--- src/rtl/hitgather_pkg.sv ---
package hitgather_pkg;
  localparam int ROWS    = 8;
  localparam int COLS    = 8;
  localparam int DLY_W   = 4;
  localparam int MAX_DLY = (1 << DLY_W) - 1;
  localparam int HALF    = COLS / 2;
  localparam int OUT_W   = (ROWS + 1) * (HALF + 1);
  localparam int MAP_W   = ROWS * COLS;

  typedef struct packed {
    logic [MAX_DLY:0] tapLocal;
    logic [MAX_DLY:0] tapNorth;
    logic [MAX_DLY:0] tapEast;
    logic [MAX_DLY:0] tapCorner;
    logic             gateNorth;
    logic             gateEast;
    logic             gateCorner;
    logic             half;
  } ctlStrobe_t;
endpackage

--- src/rtl/hitgather_delay.sv ---
module hitgather_delay #(
  parameter int W     = 8,
  parameter int DEPTH = 15
) (
  input  logic             clk,
  input  logic             rstN,
  input  logic [W-1:0]     din,
  input  logic [DEPTH:0]   tapHot,
  output logic [W-1:0]     dout
);
  logic [W-1:0] stg [0:DEPTH];

  assign stg[0] = din;

  for (genvar i = 1; i <= DEPTH; i++) begin : g_stage
    always_ff @(posedge clk or negedge rstN) begin
      if (!rstN) stg[i] <= '0;
      else       stg[i] <= stg[i-1];
    end
  end

  always_comb begin
    dout = '0;
    for (int i = 0; i <= DEPTH; i++) begin
      dout = dout | (stg[i] & {W{tapHot[i]}});
    end
  end
endmodule

--- src/rtl/hitgather_ctrl.sv ---
module hitgather_ctrl
  import hitgather_pkg::*;
(
  input  logic [DLY_W-1:0] dlyLocal,
  input  logic [DLY_W-1:0] dlyNorth,
  input  logic [DLY_W-1:0] dlyEast,
  input  logic [DLY_W-1:0] dlyCorner,
  input  logic [2:0]       edgeMask,
  input  logic             outAddr,
  output ctlStrobe_t       strobe
);
  function automatic logic [MAX_DLY:0] toHot(input logic [DLY_W-1:0] code);
    logic [MAX_DLY:0] h;
    h = '0;
    h[code] = 1'b1;
    return h;
  endfunction

  always_comb begin
    strobe            = '0;
    strobe.tapLocal   = toHot(dlyLocal);
    strobe.tapNorth   = toHot(dlyNorth);
    strobe.tapEast    = toHot(dlyEast);
    strobe.tapCorner  = toHot(dlyCorner);
    strobe.gateNorth  = edgeMask[0];
    strobe.gateEast   = edgeMask[1];
    strobe.gateCorner = edgeMask[2];
    strobe.half       = outAddr;
  end
endmodule

--- src/rtl/hitgather_datapath.sv ---
module hitgather_datapath
  import hitgather_pkg::*;
(
  input  logic             clk,
  input  logic             rstN,
  input  logic [MAP_W-1:0] localMap,
  input  logic [COLS-1:0]  northRow,
  input  logic [ROWS-1:0]  eastCol,
  input  logic             cornerBit,
  input  ctlStrobe_t       strobe,
  output logic [OUT_W-1:0] winOut
);
  logic [MAP_W-1:0] locD;
  logic [COLS-1:0]  northD;
  logic [ROWS-1:0]  eastD;
  logic [0:0]       cornerD;
  logic [ROWS:0][COLS:0] ext;
  logic [OUT_W-1:0] winNext;

  hitgather_delay #(.W(MAP_W), .DEPTH(MAX_DLY)) u_dlyLocal (
    .clk(clk), .rstN(rstN), .din(localMap), .tapHot(strobe.tapLocal), .dout(locD));
  hitgather_delay #(.W(COLS), .DEPTH(MAX_DLY)) u_dlyNorth (
    .clk(clk), .rstN(rstN), .din(northRow), .tapHot(strobe.tapNorth), .dout(northD));
  hitgather_delay #(.W(ROWS), .DEPTH(MAX_DLY)) u_dlyEast (
    .clk(clk), .rstN(rstN), .din(eastCol), .tapHot(strobe.tapEast), .dout(eastD));
  hitgather_delay #(.W(1), .DEPTH(MAX_DLY)) u_dlyCorner (
    .clk(clk), .rstN(rstN), .din(cornerBit), .tapHot(strobe.tapCorner), .dout(cornerD));

  // Extended map: row ROWS is the upper border, column COLS the right border.
  always_comb begin
    ext = '0;
    for (int r = 0; r < ROWS; r++) begin
      for (int c = 0; c < COLS; c++) begin
        ext[r][c] = locD[r*COLS + c];
      end
      ext[r][COLS] = eastD[r] & strobe.gateEast;
    end
    for (int c = 0; c < COLS; c++) begin
      ext[ROWS][c] = northD[c] & strobe.gateNorth;
    end
    ext[ROWS][COLS] = cornerD[0] & strobe.gateCorner;
  end

  // Half selection: HALF local columns plus one column to their right.
  always_comb begin
    winNext = '0;
    for (int r = 0; r <= ROWS; r++) begin
      for (int k = 0; k <= HALF; k++) begin
        if (strobe.half) winNext[r*(HALF+1) + k] = ext[r][HALF + k];
        else             winNext[r*(HALF+1) + k] = ext[r][k];
      end
    end
  end

  always_ff @(posedge clk or negedge rstN) begin
    if (!rstN) winOut <= '0;
    else       winOut <= winNext;
  end
endmodule

--- src/rtl/hit_border_gather.sv ---
module hit_border_gather
  import hitgather_pkg::*;
(
  input  logic        clk,
  input  logic        rstN,
  input  logic [63:0] localMap,
  input  logic [7:0]  northRow,
  input  logic [7:0]  eastCol,
  input  logic        cornerBit,
  input  logic [3:0]  dlyLocal,
  input  logic [3:0]  dlyNorth,
  input  logic [3:0]  dlyEast,
  input  logic [3:0]  dlyCorner,
  input  logic [2:0]  edgeMask,
  input  logic        outAddr,
  output logic [44:0] winOut
);
  ctlStrobe_t strobe;

  hitgather_ctrl u_ctrl (
    .dlyLocal(dlyLocal), .dlyNorth(dlyNorth), .dlyEast(dlyEast),
    .dlyCorner(dlyCorner), .edgeMask(edgeMask), .outAddr(outAddr),
    .strobe(strobe));

  hitgather_datapath u_dp (
    .clk(clk), .rstN(rstN), .localMap(localMap), .northRow(northRow),
    .eastCol(eastCol), .cornerBit(cornerBit), .strobe(strobe),
    .winOut(winOut));
endmodule

--- config.mk ---
export PLATFORM = sky130hd
export DESIGN_NAME = hit_border_gather
export DESIGN_NICKNAME = d
export VERILOG_FILES = /design/src/rtl/hitgather_pkg.sv /design/src/rtl/hitgather_delay.sv /design/src/rtl/hitgather_ctrl.sv /design/src/rtl/hitgather_datapath.sv /design/src/rtl/hit_border_gather.sv
export SDC_FILE = /design/constraint.sdc
export NUM_CORES = 1
export LEC_CHECK = 0
export BUFFER_PORTS_ARGS = -buffer_cell sky130_fd_sc_hd__buf_2
export CAP_MARGIN = 10
export CORE_AREA = 4 4 298 300
export CTS_BUF_LIST = sky130_fd_sc_hd__clkbuf_16
export CTS_CLUSTER_DIAMETER = 200
export CTS_CLUSTER_SIZE = 12
export DETAILED_ROUTE_END_ITERATION = 10
export DIE_AREA = 0 0 302 304
export PLACE_DENSITY = 0.66
export SKIP_LAST_GASP = 1
export SLEW_MARGIN = 10
export SYNTH_ARGS = -nofsm -noshare
export SYNTH_HDL_FRONTEND = slang
export SYNTH_SLANG_ARGS = --single-unit
--- constraint.sdc ---
create_clock -name clk -period 4.6 [get_ports clk]
set_input_delay 0.46 -clock clk [delete_from_list [all_inputs] [get_ports clk]]
set_output_delay 0.46 -clock clk [all_outputs]
set_load 0.02 [all_outputs]
======== After elaboration in Yosys (flattened, before gate mapping) ========
Cells that the tools add are included.
storage, ports and cells
  flip-flop bits (word level) ............. 1260
  input bits .............................. 103
  output and inout port bits .............. 45
  logic and storage cells ................. 267
cells by class
  reduce and logical (&&, ||, !) cells .... 4
  order comparisons ....................... 8
  bitwise logic cells ..................... 141
  multiplexer cells ....................... 53
operator list
  cell                                                                    number
  64-bit AND                                                              16
  64-bit bitwise OR                                                       15
  8-bit AND                                                               32
  8-bit bitwise OR                                                        30
  1-bit 2-to-1 mux                                                        49
  1-bit AND                                                               33
  4-bit by 5-bit < comparator with 1-bit output (second input constant)   4
  1-bit demux with 4-bit select                                           4
  4-bit by 1-bit >= comparator with 1-bit output (second input constant)  4
  1-bit bitwise OR                                                        15
  1-bit logical AND                                                       4

======== Depth between registers and ports, before layout ========
  depth after elaboration ................. 22
  depth in mapped cells ................... 10
  gate-level depth less buffers ........... 6

======== Cells and area by module ========
Synthesis repeated with hierarchy kept, for this count alone.
unflattened totals
  cell total of the unflattened synthesis .. 2278
  area, all modules ....................... 40566.4 sq um
by module, submodules not included
  module                                instances  cells an instance  seq. area each (sq um)  area an instance (sq um)
  hitgather_delay (u_dp.u_dlyLocal)     1          1648               24023.0                 29772.3
  hitgather_delay (u_dp.u_dlyEast ...)  2          208                3002.9                  3756.1
  hitgather_datapath                    1          106                1126.1                  1869.3
  hitgather_ctrl                        1          84                 0.0                     935.9
  hitgather_delay (u_dp.u_dlyCorner)    1          24                 375.4                   476.7

======== Worst setup path before layout ========
OpenSTA, ideal clock, no wires.
  path kind ............................... input to register
  start ................................... in dlyNorth[2]
  end ..................................... reg u_dp.winOut[43]
  path slack .............................. 2.682 ns
  data arrival time ....................... 1.792 ns
  cell stages on the path ................. 6
  setup time .............................. 0.126 ns
  buffers on the path ..................... 2
  required time ........................... 4.474 ns
  path through ............................ buf_2 > buf_2 > mux2_2 > a31oi_1 > o221ai_1 > o311a_1
between the ends
  word-level cells in the longest chain between the ends .. 22
  elaborated cells between the ends (all ways) .. 39
  those cells by class .................... 2 x order compare; 3 x mux; 33 x bitwise; 1 x reduce/logical
RTL lines
  item                                                                                                                                   RTL line                  text
  start, declared                                                                                                                        hit_border_gather.sv:11   input logic [3:0] dlyNorth,
  4-bit by 5-bit < comparator with 1-bit output (implied by the code) or 4-bit by 1-bit >= comparator with 1-bit output (tied branches)  hitgather_ctrl.sv:15      h[code] = 1'b1;
  1-bit logical AND (implied by the code)                                                                                                hitgather_ctrl.sv:15
  1-bit 2-to-1 mux (implied by the code)                                                                                                 hitgather_ctrl.sv:15
  1-bit demux with 4-bit select (*)                                                                                                      -
  8-bit AND                                                                                                                              hitgather_delay.sv:25     dout = dout | (stg[i] & {W{tapHot[i]}});
  8-bit bitwise OR (14 in series)                                                                                                        hitgather_delay.sv:25
  8-bit bitwise OR (*)                                                                                                                   hitgather_delay.sv:25
  1-bit AND                                                                                                                              hitgather_datapath.sv:39  ext[ROWS][c] = northD[c] & strobe.gateNorth;
  1-bit 2-to-1 mux (*)                                                                                                                   hitgather_datapath.sv:49  if (strobe.half) winNext[r*(HALF+1) + k] = ext[r][HALF + k];
  named net u_dp.winNext[43]                                                                                                             hitgather_datapath.sv:18  logic [OUT_W-1:0] winNext;
  end signal, assigned                                                                                                                   hitgather_datapath.sv:57  else winOut <= winNext;
  end, declared                                                                                                                          hitgather_datapath.sv:11  output logic [OUT_W-1:0] winOut
The timed path passes the listed nets; every way through them passes the cells marked *.

======== Final worst setup path ========
  start ................................... in dlyLocal[3]
  end ..................................... reg u_dp.winOut[4]
between the ends
  word-level cells in the longest chain between the ends .. 21
  elaborated cells between the ends (all ways) .. 37
  those cells by class .................... 2 x order compare; 3 x mux; 31 x bitwise; 1 x reduce/logical
RTL lines
  item                                                                                                                                   RTL line                  text
  start, declared                                                                                                                        hit_border_gather.sv:10   input logic [3:0] dlyLocal,
  4-bit by 5-bit < comparator with 1-bit output (implied by the code) or 4-bit by 1-bit >= comparator with 1-bit output (tied branches)  hitgather_ctrl.sv:15
  1-bit logical AND (implied by the code)                                                                                                hitgather_ctrl.sv:15
  1-bit 2-to-1 mux (implied by the code)                                                                                                 hitgather_ctrl.sv:15
  1-bit demux with 4-bit select (*)                                                                                                      -
  64-bit AND                                                                                                                             hitgather_delay.sv:25
  64-bit bitwise OR (14 in series)                                                                                                       hitgather_delay.sv:25
  64-bit bitwise OR (*)                                                                                                                  hitgather_delay.sv:25
  1-bit 2-to-1 mux (*)                                                                                                                   hitgather_datapath.sv:49
  named net u_dp.winNext[4]                                                                                                              hitgather_datapath.sv:18
Marks and branches as above.

==> results.json <==
{
  "synthArstFlopShare_pct": 100,
  "post_cts_buffers": 0,
  "vias": 27483,
  "grt_antenna_before_repair": 4,
  "crit_chain": "buf_4, buf_4, nand2b_1, nor2_1, a222oi_1, o21ai_1, nor3_2, o22ai_1",
  "hold_path.class": "in2reg",
  "crit_arrival_ps": 3740,
  "path_class": "in2reg",
  "yosysTopAreaCell": "dfrtp_1",
  "max-vdd-ir-drop_mv": 0.315,
  "post_cts_resized": 0,
  "path_max_fanout": 24,
  "rsz0062_at_grt": "no",
  "place_ws_ps": 880,
  "fmax_ghz": 0.308,
  "track_usage_pct": 29.6,
  "worst_slack_ps": 1360,
  "leakage_nw": 20.9,
  "drv_slew": 0,
  "drtIter0Drc": 3381,
  "synth_top_area_share_pct": 73.9,
  "yosys_register_bits": 1260,
  "cts_buffers": 114,
  "grt_max_degree": 190,
  "area_growth_pct": 13.9,
  "synth_nets": 2905,
  "fin_crit_ps": 3240,
  "skew_ps": 23.4,
  "die_y_um": 304,
  "path_delay_family": "simple AND/OR/NAND/NOR gates",
  "insertion_delay_ps": 680,
  "finalHoldViolCount": 0,
  "synth-warning-count": 0,
  "clockBufferDepth": 3,
  "cts-htree-levels": 3,
  "crit_buf_inv": 2,
  "grt_pass1_vias": 28760,
  "fin_nets": 3202,
  "cpMaxStageDelayCell": "nand2b_1",
  "ios": 148,
  "grt_pass1_wl_um": 199000,
  "cts_tree": "built",
  "dpl.hpwl_um": 88700,
  "seq_area_frac_synth_pct": 73.9,
  "p_total_mw": 22.1,
  "multiInputGateArea_um2": 10000,
  "status": "finished, final reports clean",
  "placed_cells": 4055,
  "first_pass_iters": 7,
  "hold_buffers": 83,
  "ff_latch_area_um2": 31500,
  "fin_crit_sh_pct": 70.5,
  "setup-tns-final_ps": 0,
  "clk_pin_slew_ps": 60,
  "synth_area_per_cell_um2": 15.2,
  "finish.utilization_pct": 56.4,
  "setup_viol": 0,
  "die-area_um2": 91800,
  "synth.distinct_cells": 83,
  "drc": 0,
  "crit_top_cell": "buf_4",
  "layout_commonest_cell": "dfrtp_1",
  "grt_overflow": 0,
  "synth.area.top_cells": "dfrtp_1 (74%), a22oi_1 (3.6%), mux2i_1 (3.4%), mux2_2 (1.6%), a221oi_1 (1.4%)",
  "cts-root-buf": "clkbuf_16",
  "fillers": 6851,
  "slowest_delay_ps": 600,
  "crit_path_end_kind": "register",
  "final_layout_size_suffix_gt1_share_pct": 16.4,
  "synth_top_flop_cell": "dfrtp_1",
  "port_buffers": 147,
  "instances_no_fill": 4260,
  "synth_cells": 2802,
  "cellPowerDensity_nw_per_um2": 454,
  "drt_wl_total_um": 136000,
  "synth-edff-count": 0,
  "post_drt_wl_per_cell_um": 31.8,
  "synthesis.area_um2": 42700,
  "drtAntennaViolNets": 0,
  "vias_per_cell": 6.45,
  "cts.sinks": 1260,
  "coreArea_um2": 86200,
  "num_rows": 108,
  "gp_congestion": 0.956,
  "start_kind": "input pin",
  "initial_core_util_pct": 49.5,
  "slew_headroom_pct": 13.7,
  "worst_pin_slew_ps": 1290,
  "mostFrequentLayoutCells": "dfrtp_1 (1260), a22oi_1 (203), mux2i_1 (145), buf_2 (142), clkbuf_16 (116)",
  "maxCapViolations": 0,
  "worstPathRequired_ps": 5100,
  "die_w_um": 302
}
per-layer routing:
layer	GRT usage [%]	vias up	part of all wire, %
li1	-	10959	-
met1	40.8	14498	40
met2	43.9	1599	45
met3	8.05	421	9.6
met4	14.9	6	5.8
met5	0	-	0.024
kinds of logic (layout without fill, tap and decap cells):
kind of cell | Yosys count | after routing | synth area share (%)
buffers and inverters | 174 | 473 | 2.62
other | 0 | 4 | 0
DFF | 1260 | 1260 | 73.9
and+or+nand+nor | 372 | 372 | 4.30
muxes | 221 | 221 | 5.73
AOI/OAI and AO/OA | 775 | 775 | 13.5
flip-flops by register name (all words and copies together) (netlist names):
| name | count |
|---|---|
| u_dp.u_dlyNorth.stg | 120 |
| u_dp.u_dlyLocal.stg | 960 |
| u_dp.u_dlyEast.stg | 120 |
| u_dp.winOut | 45 |
| u_dp.u_dlyCorner.stg | 15 |
final timing paths:
check,start,end,slack (ps),cells after the start
max in group asynchronous,rstN,u_dp.u_dlyLocal.stg[288],2740,3
worst min-delay path,edgeMask[0],u_dp.winOut[43],120,2
min in group asynchronous,rstN,u_dp.u_dlyEast.stg[12],370,2
worst max-delay path,dlyLocal[3],u_dp.winOut[4],1360,8
worst min register to register,u_dp.u_dlyLocal.stg[693],u_dp.u_dlyLocal.stg[629],360,0
worst max register to register,u_dp.u_dlyLocal.stg[132],u_dp.winOut[4],2390,5
per-stage QoR:
step	area (µm²)	hold slack [ps]
after floorplan	42700	164
after global placement	44800	350
after detailed placement	44800	357
after CTS	48600	76.3
after global routing	48600	107
final	48600	118
where the power goes:
part           total [mW]  internal [mW]  switching, mW
logic                1.81          0.587           1.22
clock network        8.20           4.40           3.80
registers            12.1           11.7          0.376
worst register-to-register path: cells and delay by family, from the launching register on:
kind | cells | cell delay, ps
AOI/OAI and AO/OA | 3 | 700
and+or+nand+nor | 1 | 600
DFF | 1 | 390
muxes | 1 | 340
Yosys cell counts, types with 17 or more instances:
cell type / count
a22oi_1: 203
mux2_2: 60
a31oi_1: 22
a32oi_1: 28
mux2i_1: 145
a21oi_1: 106
a2111oi_0: 18
nand2_1: 104
buf_4: 24
buf_2: 77
nor2b_1: 17
nand3_1: 17
o221ai_1: 24
nor2_2: 21
o22ai_1: 75
clkbuf_1: 23
dfrtp_1: 1260
a22o_1: 58
a221oi_1: 68
nor2_1: 111
o21ai_0: 61
buf_6: 37
cell type report:
class                      instances  share of cell area (%)
sequential                      1260                    64.9
multi-input combinational       1368                    20.7
clock buffer                     116                    5.97
timing repair buffer             345                    5.34
tap                             1155                    2.97
inverter                          10                  0.0772
clock inverter                     2                  0.0515
antenna                            4                  0.0206
Power figures use the tool's default switching activity.
